File: config.mk
export PLATFORM = sky130hd
export DESIGN_NAME = ea_gen
export DESIGN_NICKNAME = d
export VERILOG_FILES = /design/src/rtl/ea_gen.sv
export SDC_FILE = /design/constraint.sdc
export NUM_CORES = 1
export LEC_CHECK = 0
export CAP_MARGIN = 20
export CORE_MARGIN = 4
export CORE_UTILIZATION = 30
export CTS_CLUSTER_SIZE = 24
export DETAILED_ROUTE_END_ITERATION = 12
export PLACE_DENSITY = 0.61
export SETUP_SLACK_MARGIN = 0.2
export SYNTH_ARGS = -nofsm -noshare
export SYNTH_HDL_FRONTEND = slang
export SYNTH_SLANG_ARGS = --single-unit
File: constraint.sdc
create_clock -name clk -period 16.5 [get_ports clk]
set_input_delay 4.95 -clock clk [delete_from_list [all_inputs] [get_ports clk]]
set_output_delay 4.95 -clock clk [all_outputs]
set_load 0.005 [all_outputs]
File: src/rtl/ea_gen.sv
module ea_gen #(
  parameter int AW       = 32,
  parameter int REGID_W  = 3,
  parameter int SP_ID    = 4,
  parameter bit REG_OUT  = 1'b1
) (
  input  logic               clk,
  input  logic               rst_n,
  input  logic               base_en,
  input  logic [AW-1:0]      base_val,
  input  logic               idx_en,
  input  logic [REGID_W-1:0] idx_id,
  input  logic [AW-1:0]      idx_val,
  input  logic [1:0]         scale,
  input  logic [1:0]         disp_sz,
  input  logic [AW-1:0]      disp,
  output logic [AW-1:0]      addr,
  output logic               idx_err
);

  logic          bad_idx;
  logic [AW-1:0] base_t, idx_t, disp_t, sum;

  assign bad_idx = idx_en && (idx_id == REGID_W'(SP_ID));
  assign base_t  = base_en ? base_val : '0;

  always_comb begin
    idx_t = '0;
    if (idx_en && !bad_idx) begin
      case (scale)
        2'd0:    idx_t = idx_val;
        2'd1:    idx_t = {idx_val[AW-2:0], 1'b0};
        2'd2:    idx_t = {idx_val[AW-3:0], 2'b0};
        default: idx_t = {idx_val[AW-4:0], 3'b0};
      endcase
    end
  end

  always_comb begin
    case (disp_sz)
      2'd1:    disp_t = {{(AW-8){disp[7]}}, disp[7:0]};
      2'd2:    disp_t = {{(AW-16){disp[15]}}, disp[15:0]};
      2'd3:    disp_t = disp;
      default: disp_t = '0;
    endcase
  end

  assign sum = base_t + idx_t + disp_t;

  generate
    if (REG_OUT) begin : g_reg
      always_ff @(posedge clk) begin
        if (!rst_n) begin
          addr    <= '0;
          idx_err <= 1'b0;
        end else begin
          addr    <= sum;
          idx_err <= bad_idx;
        end
      end
    end else begin : g_comb
      assign addr    = sum;
      assign idx_err = bad_idx;
    end
  endgenerate

endmodule

# Yosys cells after proc, flatten, opt, wreduce, memory -nomap -nowiden
# Cells that the tools add are included.
[word_totals] romBits=0 wordCells=18 register_bits=33 mem_count=0 out_inout_bits=33 mem_bits_rw=0 in_bits=107 latch_bits=0
[op_classes] n_reduce_logical=4 n_shift=0 div_mod_pow=0 eq_ne=6 bitwise_logic=0 mux=4 multipliers=0 add_sub_neg=2 n_lt_le_gt_ge=0
[ops] operator="$pmux W32 S3" n=2
[ops] operator="$add A32 B32 Y32" n=2
[ops] operator="$mux W32" n=2
[ops] operator="$eq A2 B2 Y1 const B" n=3
[ops] operator="$eq A2 B1 Y1 const B" n=2
[ops] operator="$eq A3 B3 Y1 const B" n=1
[ops] operator="$logic_and A1 B1 Y1" n=2
[ops] operator="$logic_not A2 Y1" n=1
[ops] operator="$logic_not A1 Y1" n=1

# Depth between registers and ports, before layout
# Gate-level depths: netlist of run 1.
[logic_depth] depth_word=7 mapped_depth=19 mapped_depth_nobuf=17

# Worst setup path before layout of run 1
# OpenSTA, ideal clock, no wires.
[synth_path] path_type="input -> register" start="input scale[0]" end="register addr[31]" path_stages=16 path_slack_ns=7.233 t_required_ns=16.379 n_path_buf=3 t_arrival_ns=9.145 path_cell_list="clkbuf_1 > buf_1 > buf_1 > a211oi_1 > a211oi_1 > fa_1 > ha_1 > nor2b_1 > o31ai_1 > a21oi_1 > a2111oi_4 > o21ai_2 > a311o_1 > a21oi_2 > o21ai_1 > mux2_4"
[synth_between] elab_chain_len=5 elab_cells_between_ends=7
[synth_lines] element="from (decl)" line_no="14" text="input logic [1:0] scale,"
[synth_lines] element="$eq A2 B2 Y1, or another cell as far along" line_no="30" text="case (scale)"
[synth_lines] element="$pmux W32 S3 *" line_no="30"
[synth_lines] element="$mux W32 *" line_no="29" text="if (idx_en && !bad_idx) begin"
[synth_lines] element="$add A32 B32 Y32 * (2 in series)" line_no="48" text="assign sum = base_t + idx_t + disp_t;"
[synth_lines] element="to (signal assigned)" line_no="57" text="addr <= sum;"
[synth_lines] element="to (decl)" line_no="17" text="output logic [AW-1:0] addr,"
# Every way passes the cells marked *; elsewhere a longest branch is shown, timed or not.
# A chain may end at the register's enable or synchronous reset.

# Worst setup path after layout of run 1
# Ends and elaborated chain as after synthesis.

==> results by group, run 1 <==
Min path
  • Hold WC Path Type: in -> reg
  • Worst min-delay path startpoint: idx_en
  • Hold Path Depth: 2
  • Min-Delay Endpoint: idx_err

Detailed routing
  • Routed length per instance: 16.3 um
  • DRC: 0
  • Final wirelength: 13.7 mm
  • Final ANT Viol Nets: 0
  • Number of DRC markers in iteration 0: 269
  • DR vias/cell: 4.98
  • Vias: 4209
  • Initial DRT Pass Iterations: 5

Floorplan
  • Die Width: 128 um
  • # rows: 43
  • Die H: 128 um
  • Starting Density: 0.308
  • Area of the die: about 16000 sq um
  • Top-Level Pins: 140
  • Core Box Area: 13900 sq um

Place
  • RePlAce Congestion: 0.930
  • DP HPWL: 11.5 mm
  • PortBufs: 139

Synth
  • Seq/Total Area, Yosys: 0.154
  • Synth async-reset ratio: 0
  • Syn nets: 707
  • Post-synthesis register bit count: 33
  • Post-synthesis area per instance: 7.98 sq um
  • YS warnings: 0
  • Top_reg_cell synth: dfxtp_1
  • Main area contributors after synthesis: dfxtp_1, fa_1, ha_1
  • Yosys cell types: 47
  • Top-area cell type share of the netlist area: 0.154
  • Synth Instances: between 500 and 600
  • EDFF count, synth: 0
  • Post-Syn Area: 4290 sq um
  • Cell taking the most area after synthesis: dfxtp_1

Worst setup path
  • Worst EP required: 16.67 ns
  • CP arrival: 9.40 ns
  • CP max stage cell: buf_2
  • Critical Path Sink Type: flop
  • Critical path class: in -> reg
  • Number of cells on the critical path: 17
  • Crit path max-delay family: compound AO/OA/AOI/OAI gates
  • Cells along the critical path: buf_2 -> mux2i_1 -> or3_1 -> fa_1 -> inv_1 -> ha_1 -> inv_1 -> fa_1 -> nor2b_1 -> o31ai_1 -> a21oi_1 -> a2111oi_4 -> o21ai_2 -> a311o_1 -> a21oi_2 -> o21ai_1 -> mux2_4
  • CP Buf/Inv Count: 3
  • Crit start category: primary input
  • Critical Path Max Stage Delay: between 0.6 and 0.7 ns
  • CP max FO: 33

Clocking
  • CTS Buf Count: 5
  • CTS tree: yes
  • Hold_buf cts: 0
  • Reg clk slew, reported paths: ~0.06 ns
  • CTS Root Buffer Type: clkbuf_16
  • Bufs on Longest Clock Path: 2
  • Clock Sinks: 33
  • CTS-repair resized insts: 0
  • Post-CTS Setup Inserts: 0
  • # H-tree levels: 2

Power and ir drop
  • Pleak: 2.70 nW
  • Worst vdd ir: 0.0000366 V
  • PwrDens: slightly below 80 nW/um^2

Timing
  • RSZ-0062 raised after global routing: no
  • Setup-failing EPs final: 0
  • Actual slew at the worst max-slew pin: 0.992 ns
  • Max_slew headroom: 0.338
  • Final hold slack: 5.30 ns
  • Setup TNS: 0 ns
  • Fin crit share: 0.559
  • Final hold vios: 0
  • Period minus WS final: 9.22 ns
  • Final slew viol count: 0
  • Fmax: 108 MHz

Status
  • Outcome: finished clean

Finish
  • Final Util: 0.430
  • Synthesis-to-layout area growth: 39.6%
  • # fillers: 1360
  • Register area: 661 sq um
  • Nets@finish: 833
  • Layout cell share with drive strength beyond 1: 0.0526
  • Area taken by multi-input logic gates: 3310 sq um
  • Ant diodes: 0

GRT
  • Largest net degree at the start of global routing: 35
  • Initial antenna violation count: 0
  • Vias in the first global route: 4263
  • GRT overflow: 0
  • Tot GR Track Use: 0.167
  • First-pass GRT wire length: 21.6 mm

Job
  • Max Cap Viol: 0
## layer usage
| metal | up-vias | wire [um] | GRT usage |
|---|---|---|---|
| li1 | 2078 | - | - |
| met1 | 1978 | 5950 | 0.214 |
| met2 | 138 | 6850 | 0.295 |
| met3 | 15 | 721 | 0.0242 |
| met4 | 0 | 217 | 0.0412 |
| met5 | - | 0 | 0 |
## how the worst max path moves through the flow
stage / start / to / slack [ns]
2_1_floorplan: scale[0] / addr[31] / 7.23
3_3_place_gp: idx_id[2] / addr[31] / 6.74
3_5_place_dp: idx_id[2] / addr[30] / 6.66
4_1_cts: idx_id[2] / addr[30] / 6.93
5_1_grt: scale[0] / addr[31] / 6.91
6_report: scale[0] / addr[31] / 7.28
## registers in the layout, indices dropped and copies added (netlist names)
name / cells
addr: 32
idx_err: 1
## report_power, final
part           leakage (nW)  total [W]  internal, W  switching [W]
Sequential            0.275   0.000105    0.0000997     0.00000533
Clock                0.0706  0.0000904    0.0000554      0.0000350
Combinational          2.35   0.000268     0.000136       0.000133
## kinds of logic after synthesis
kind of cell | share of synthesized area
buf+inv | 0.0743
flops | 0.154
fa+ha+maj | 0.237
simple gates | 0.193
mux | 0.115
compound gates | 0.174
xor+xnor | 0.0531
## synth_stat cells (14+ instances only)
cell type	number
a21oi_1	48
clkbuf_1	18
dfxtp_1	33
fa_1	32
ha_1	30
inv_1	60
mux2i_1	15
mux4_2	14
nand2_1	80
nand3_1	18
nor2_1	37
o21ai_0	17
## cells in the final DEF, fill, tap and decap left out, drive strengths merged, types with 5 or more instances in the layout
| cell | instances |
|---|---|
| o21bai | 5 |
| dfxtp | 33 |
| mux4 | 14 |
| nor2 | 37 |
| nor3 | 6 |
| clkbuf | 6 |
| fa | 32 |
| or3 | 5 |
| xnor2 | 13 |
| a21o | 13 |
| o21a | 6 |
| mux2i | 15 |
| nand3 | 18 |
| a21oi | 50 |
| and2 | 11 |
| nor2b | 11 |
| nand2b | 5 |
| inv | 61 |
| a211oi | 8 |
| clkdlybuf4s50 | 138 |
| xor2 | 13 |
| o21ai | 20 |
| ha | 30 |
| buf | 5 |
| nand2 | 80 |
## area by class of cell
class | instances | share of cell area
Multi-Input combinational cell | 420 | 0.553
Timing Repair Buffer | 143 | 0.238
Clock inverter | 2 | 0.00167
Sequential cell | 33 | 0.110
Inverter | 61 | 0.0382
Clock buffer | 6 | 0.0215
Tap cell | 180 | 0.0376
## per-stage QoR
step / power (W) / cells / setup WS (ns) / area, sq um
floorplan: 0.000268 / 538 / 7.23 / 4290
global placement: 0.000371 / 836 / 6.74 / 5840
detailed placement: 0.000374 / 836 / 6.66 / 5840
CTS: 0.000468 / 844 / 6.93 / 5980
global route: 0.000501 / 845 / 6.91 / 5990
finish: 0.000464 / 845 / 7.28 / 5990
(Power assumes the default switching activity.)
==> run 2, diff against run 1 <==
PLACE_DENSITY = 0.63   (was 0.61)
clock period = 7.65 ns   (was 16.5 ns; I/O delays follow)
==> run 2 against run 1 <==
Cell count increased by 0.24%; cell area increased by 0.44%; clock power increased by 140%; sequential cell count unchanged; first-iteration DRC count decreased by 54%; clock-buffer cell count increased by 1; critical path depth decreased by 2; die area unchanged; worst hold slack got worse by 2.6 ns; sequential share of layout area about the same; via count about the same; critical path type unchanged; largest power group unchanged; highest routed layer unchanged.
==> results by group, run 2 (same netlist as run 1, synthesis figures left out) <==
Status
  • Outcome: finished clean

Clocking
  • CTS tree: yes
  • CTS-repair resized insts: 0 (unchanged)
  • CTS Buf Count: 5 (unchanged)
  • Bufs on Longest Clock Path: 2 (unchanged)
  • # H-tree levels: 2 (unchanged)
  • Reg clk slew, reported paths: 0.06 ns (about the same)
  • Hold_buf cts: 0 (unchanged)
  • Post-CTS Setup Inserts: 0 (unchanged)
  • CTS Root Buffer Type: clkbuf_16
  • Clock Sinks: 33 (unchanged)

Detailed routing
  • Number of DRC markers in iteration 0: 125 (-54%)
  • Final wirelength: 14.3 mm (+3.8%)
  • DR vias/cell: 4.97 (-0.14%)
  • Routed length per instance: 16.8 um (+3.5%)
  • Vias: 4213 (+0.095%)
  • DRC: 0 (unchanged)
  • Initial DRT Pass Iterations: 4 (-1)
  • Final ANT Viol Nets: 0 (unchanged)

Timing
  • RSZ-0062 raised after global routing: no
  • Setup TNS: 0 ns (unchanged)
  • Max_slew headroom: 0.346 (+0.00784)
  • Period minus WS final: between 6 and 7 ns
  • Final hold vios: 0 (unchanged)
  • Fmax: 148 MHz
  • Setup-failing EPs final: 0 (unchanged)
  • Fin crit share: 0.886
  • Actual slew at the worst max-slew pin: 0.980 ns (-0.0117 ns)
  • Final hold slack: 2.66 ns (-2.64 ns)
  • Final slew viol count: 0 (unchanged)

Floorplan
  • Core Box Area: 13900 sq um (unchanged)
  • Top-Level Pins: 140 (unchanged)
  • Die H: 128 um (unchanged)
  • Area of the die: 16300 sq um (unchanged)
  • # rows: 43 (unchanged)
  • Die Width: 128 um (unchanged)
  • Starting Density: 0.308 (unchanged)

Worst setup path
  • Critical Path Sink Type: flop
  • CP arrival: 6.95 ns (-2.45 ns)
  • Setup crit end: addr[31]
  • Critical path class: in -> reg
  • Worst EP required: 7.83 ns (-8.84 ns)
  • CP max FO: 21 (-36%)
  • Crit path launch: scale[1]
  • Crit start category: primary input

Finish
  • Biggest regs: addr (32), idx_err (1)
  • Commonest non-fill, non-tap cells in the layout: clkdlybuf4s50_1, nand2_1, inv_1
  • Most common cell after layout, fill and taps aside: clkdlybuf4s50_1
  • # fillers: 1388 (+2.1%)
  • Layout cell share with drive strength beyond 1: 0.0570 (+0.00434)
  • Synthesis-to-layout area growth: 40.2%
  • Max FFs per register: 32 (unchanged)
  • Final Util: 0.432 (+0.00189)
  • Ant diodes: 0 (unchanged)
  • Biggest register: addr
  • Nets@finish: 835 (+0.24%)

GRT
  • Largest net degree at the start of global routing: 30 (-14%)
  • Vias in the first global route: 4412 (+3.5%)
  • Tot GR Track Use: 0.178 (+0.0111)
  • First-pass GRT wire length: 23.1 mm (+6.9%)
  • GRT overflow: 0 (unchanged)
  • Initial antenna violation count: 0 (unchanged)

Power and ir drop
  • PwrDens: 170 nW/um^2 (+120%)
  • Worst vdd ir: 0.0000882 V (+140%)
  • Pleak: 2.72 nW (+0.62%)

Job
  • Max Cap Viol: 0 (unchanged)

Min path
  • Hold Path Depth: 2 (unchanged)
  • Hold WC Path Type: in -> reg

Place
  • RePlAce Congestion: 0.942 (+1.3%)
  • PortBufs: 139 (unchanged)
  • DP HPWL: 12.2 mm (+5.3%)
-- run 2: per-stage QoR --
| stage | total power (W) | area, sq um | worst slack [ns] | instances |
|---|---|---|---|---|
| detailed placement | 0.000812 | 5860 | 0.618 | 839 |
| global route | 0.00111 | 6020 | 0.549 | 847 |
| floorplan | 0.000578 | 4290 | 1.04 | 538 |
| finish | 0.00102 | 6020 | 0.874 | 847 |
| CTS | 0.00103 | 6020 | 0.909 | 847 |
| global placement | 0.000810 | 5860 | 0.715 | 839 |
-- run 2: metal layers --
metal / global-route usage / vias to the layer above / share of wire
li1: - / 2082 / -
met1: 0.240 / 2005 / 0.46
met2: 0.302 / 112 / 0.48
met3: 0.0268 / 14 / 0.040
met4: 0.0424 / 0 / 0.017
met5: 0 / - / 0
-- run 2: critical path, stage by stage --
cell and delay, ns:
clkdlybuf4s50_1 0.94, inv_1 0.43, nand2_1 0.14, nand3_1 0.13, fa_1 0.54, inv_1 0.05, ha_1 0.35, a21o_1 0.21
a221o_1 0.37, a2111oi_4 0.44, o21ai_2 0.10, a311o_1 0.34, a21oi_2 0.18, o21ai_1 0.11, mux2_4 0.30
-- run 2: where the power goes --
part | total, W | internal, W | leakage [nW] | switching (W)
clock | 0.000219 | 0.000138 | 0.0799 | 0.0000807
sequential | 0.000229 | 0.000215 | 0.275 | 0.0000134
combinational | 0.000578 | 0.000294 | 2.36 | 0.000284
total | 0.00102 | 0.000647 | 2.72 | 0.000378
-- run 2: worst min-delay path by stage --
stage	start	endpoint	slack, ns
global placement	idx_en	idx_err	2.96
CTS	idx_en	idx_err	2.66
global route	idx_en	idx_err	2.67
floorplan	rst_n	addr[0]	2.42
detailed placement	idx_en	idx_err	2.96
finish	idx_en	idx_err	2.66
-- run 2: cell type report --
cell class                 instances  area [sq um]  area share
timing repair buffer             145          1430       0.238
clock buffer                       7           153      0.0254
clock inverter                     1          5.00    0.000832
inverter                          61           229      0.0380
tap                              180           225      0.0374
multi-input combinational        420          3310       0.551
sequential                        33           661       0.110
